$ cat src/rtl/dir_round.sv
module dir_round #(
  parameter int MW = 24
) (
  input  logic [MW+1:0] mant_in,
  input  logic          sticky,
  input  logic          sign,
  input  logic [1:0]    mode,
  output logic [MW-1:0] mant_out,
  output logic          inexact,
  output logic          round_up,
  output logic          ovf_to_inf
);
  localparam logic [1:0] M_NEAR = 2'd0;
  localparam logic [1:0] M_ZERO = 2'd1;
  localparam logic [1:0] M_PINF = 2'd2;
  localparam logic [1:0] M_MINF = 2'd3;

  logic [MW-1:0] trunc;
  logic          grd, rnd, want;

  assign trunc   = mant_in[MW+1:2];
  assign grd     = mant_in[1];
  assign rnd     = mant_in[0];
  assign inexact = grd | rnd | sticky;

  always_comb begin
    case (mode)
      M_NEAR:  want = grd & (rnd | sticky | trunc[0]);
      M_ZERO:  want = 1'b0;
      M_PINF:  want = ~sign;
      M_MINF:  want = sign;
      default: want = 1'b0;
    endcase
  end

  always_comb begin
    case (mode)
      M_NEAR:  ovf_to_inf = 1'b1;
      M_ZERO:  ovf_to_inf = 1'b0;
      M_PINF:  ovf_to_inf = ~sign;
      M_MINF:  ovf_to_inf = sign;
      default: ovf_to_inf = 1'b1;
    endcase
  end

  assign round_up = inexact & want;
  assign mant_out = trunc + MW'(round_up);
endmodule


$ cat config.mk
export PLATFORM = sky130hd
export DESIGN_NAME = dir_round
export DESIGN_NICKNAME = d
export VERILOG_FILES = /design/src/rtl/dir_round.sv
export SDC_FILE = /design/constraint.sdc
export NUM_CORES = 1
export LEC_CHECK = 0
export BUFFER_PORTS_ARGS = -buffer_cell sky130_fd_sc_hd__buf_2
export CELL_PAD_IN_SITES_DETAIL_PLACEMENT = 0
export CELL_PAD_IN_SITES_GLOBAL_PLACEMENT = 1
export CORE_MARGIN = 2
export CORE_UTILIZATION = 23
export DETAILED_ROUTE_END_ITERATION = 8
export PLACE_DENSITY = 0.95
export SETUP_SLACK_MARGIN = 0.15
export SLEW_MARGIN = 10
export SYNTH_ARGS = -nofsm -noshare
export SYNTH_HDL_FRONTEND = slang
export SYNTH_SLANG_ARGS = --single-unit
$ cat constraint.sdc
create_clock -name vclk -period 3.1
set_input_delay 0.155 -clock vclk [all_inputs]
set_output_delay 0.155 -clock vclk [all_outputs]
set_load 0.01 [all_outputs]
; Word-level counts from Yosys, hierarchy flattened
; Index checks and enable logic that the tools add are counted.
; Widths: inputs -> output; s select.
[totals]
reg_bits = 0
inputBits = 30
output_inout_bits = 27
word_cells = 14
[op_classes]
addsub = 1
n_eq_ne = 3
muxes = 2
bitwise = 7
n_reduce_logical = 1
[op_table]
columns = operator, count
row1 = $add 24x1->24, 1
row2 = $pmux 1 s4, 2
row3 = $eq 2x2->1 const B, 2
row4 = $or 1x1->1, 4
row5 = $and 1x1->1, 2
row6 = $eq 2x1->1 const B, 1
row7 = $logic_not 2->1, 1
row8 = $not 1->1, 1

; Depth between registers and ports, before layout
[depth]
depth_word = 6
mapped_depth = 10
depth_no_buf = 10

; Worst setup path after synthesis
; Ideal clock, no wire load.
[synth_path]
path_kind = input -> output
from = input sign
to = output mant_out[22]
arrival_time_ns = 2.059
path_slack_ns = 0.886
cell_stages = 10
path_cell_list = nand2_1 -> xor2_1 -> o41ai_1 -> a21oi_1 -> ha_1 -> ha_1 -> nand4_1 -> nor3_1 -> nand3_1 -> xnor2_1
[synth_between]
elab_chain_cells = 4
[synth_rtl]
columns = item, line
row1 = from (decl), 6  ; input logic sign,
row2 = $not 1->1, 30  ; M_PINF: want = ~sign;
row3 = $pmux 1 s4 *, 27  ; case (mode)
row4 = $and 1x1->1 *, 46  ; assign round_up = inexact & want;
row5 = named net round_up, 10  ; output logic round_up,
row6 = $add 24x1->24 *, 47  ; assign mant_out = trunc + MW'(round_up);
row7 = to (decl), 8  ; output logic [MW-1:0] mant_out,
; The timed path passes the listed nets; every way through them passes the cells marked *.

; Worst setup path after layout
[layout_path]
from = input mode[1]
to = output mant_out[22]
[layout_between]
elab_chain_cells = 4
elab_cells_between_ends = 7
cone_classes = add/sub (1) / eq/ne (3) / mux (1) / bitwise (1) / reduce/logical (1)
[layout_rtl]
columns = item, line
row1 = from (decl), 7  ; input logic [1:0] mode,
row2 = $eq 2x2->1 (tied with other cells), 27
row3 = $pmux 1 s4 *, 27
row4 = $and 1x1->1 *, 46
row5 = $add 24x1->24 *, 47
; Every way passes the cells marked *; elsewhere a longest branch is shown, timed or not.

==> results.cfg <==
[global_routing]
grt_pass1_wl_um = 2300
antenna_found_initial = 0
grt_pass1_vias = 595
grt_max_degree = 10
grt_overflow = 0
grt.total_usage_pct = 11.0

[yosys]
synth_top_area_share_pct = 34.0
syn_area_per_cell_um2 = 7.09
synth_area_um2 = 489
syn-num-nets = 101
yosysMostFrequentCell = xnor2_1
yosysUniqueCellTypes = 19
ys_warn_count = 0
seq_area_frac_synth_pct = 0
synth_top_area_cell = xnor2_1
syn-instance-count = 69
synthTopCellsByCount = xnor2_1, nand3_1, nand4_1
synth.area.top_cells = xnor2_1, nand4_1, nand3_1, xor2_1, and3_1

[final_layout]
seqCellArea_um2 = 0
n_antenna_cell = 0
nFillCells = 223
nClkBuffers = 0
layout-drive-gt1-share_pct = 49.2
area_growth_pct = 65.2
multi_input_area_um2 = 482
numSequentialCells = 0
fin_nets = 160

[worst_setup_path]
crit_family = simple AND/OR/NAND/NOR gates
slowest_delay_ps = 300
cp_slowest_cell = nor3_1
cp-start-kind = primary input
crit_buf_inv = 2
critPathLaunch = mode[1]
cp.required_ps = 2940
endpoint_kind = output pin
crit_chain = buf_2, nand2_1, xor2_1, o41ai_1, a21oi_1, ha_1, ha_1, nand4_1, nor3_1, nand3_1, xnor2_1, buf_2
path_max_fanout = 3
cp_data_arrival_time_ps = 2090
critical_path_class = primary input to output pin

[timing]
tns_ps = 0
hold_viol = 0
fmaxAchievable_mhz = 445
setup_viol = 0
tightest_slew_ps = 445
slew_headroom_pct = 70.3
setup_ws_ps = 853
min_period_ps = 2250
slew_violations = 0
min_period_over_period_pct = 72.5
hold_slack_ps = 580
grt_setup_unrepaired = no

[run]
drv_cap = 0

[power]
power_density_nw_per_um2 = 119
vdd_ir_drop_max_v = 0.0000576
p_total_mw = 0.0959
leakage_nw = 0.381

[clock_network]
hold_buffers = 0
cts_setup_buffers = 0
ctsResizeCount = 0

[route]
drtPass1Iterations = 4
drt-total-wl_um = 1540
antenna_left = 0
vias = 712
wl_per_cell_um = 10.1
drt_iter0_drc = 16
drc = 0
vias_per_cell = 4.65

[die]
start_util_pct = 24.7
die_x_um = 50.1
boundaryPins = 57
dieHeight_um = 50.1
core_um2 = 1980
rows = 16
die_area_um2 = 2510

[placement]
dp_slack_ps = 832
port_buffers = 57
dp_hpwl_um = 1390
gp_congestion = 0.685

[outcome]
status = completed

[min_path]
min_from = mant_in[25]
hp-class = primary input to output pin
through the flow:
step / instance area (um^2) / util, % / std cells
after global placement: 808 / 40.8 / 153
after CTS: 808 / 40.8 / 153
after global routing: 808 / 40.8 / 153
final: 808 / 40.8 / 153
after detailed placement: 808 / 40.8 / 153
after floorplan: 489 / - / 69
logic make-up (layout without fill, tap and decap cells):
logic type / count (synthesis) / after routing / synth area share (%)
buffers and inverters: 2 / 59 / 1.54
adder cells (fa/ha/maj): 2 / 2 / 5.11
AO/OA/AOI/OAI: 3 / 3 / 3.83
XOR/XNOR: 23 / 23 / 41.2
AND/OR/NAND/NOR: 39 / 39 / 48.3
area by class of cell:
class / count / area share, %
well taps: 27 / 4.18
multi-input cells: 67 / 59.6
repair buffers: 57 / 35.3
inverters: 2 / 0.929
cells in the final DEF (no fill, tap or decap), drive strengths merged:
| master | n |
|---|---|
| a21oi | 1 |
| nor3 | 2 |
| buf | 57 |
| nand2 | 6 |
| o41ai | 1 |
| nor4 | 1 |
| o21ai | 1 |
| or3 | 1 |
| and4 | 1 |
| nand3 | 12 |
| xor2 | 4 |
| nand4 | 9 |
| inv | 2 |
| xnor2 | 19 |
| and3 | 4 |
| ha | 2 |
| nor2 | 3 |
power by group:
part / switching (mW) / leakage (nW) / internal [mW] / total, mW
Combinational: 0.0511 / 0.381 / 0.0448 / 0.0959
Clock: 0 / 0 / 0 / 0
Sequential: 0 / 0 / 0 / 0
final timing paths:
check / to / slack, ps / cells after the start
max: mant_out[22] / 850 / 12
min: mant_out[23] / 580 / 3
routing by layer:
layer	vias to the layer above	part of all wire, %	track usage [%]
li1	369	-	-
met1	306	40	14.9
met2	37	50	20.0
met3	0	9.7	0.606
met4	0	0	0
met5	-	0	0
(Power assumes the default switching activity.)
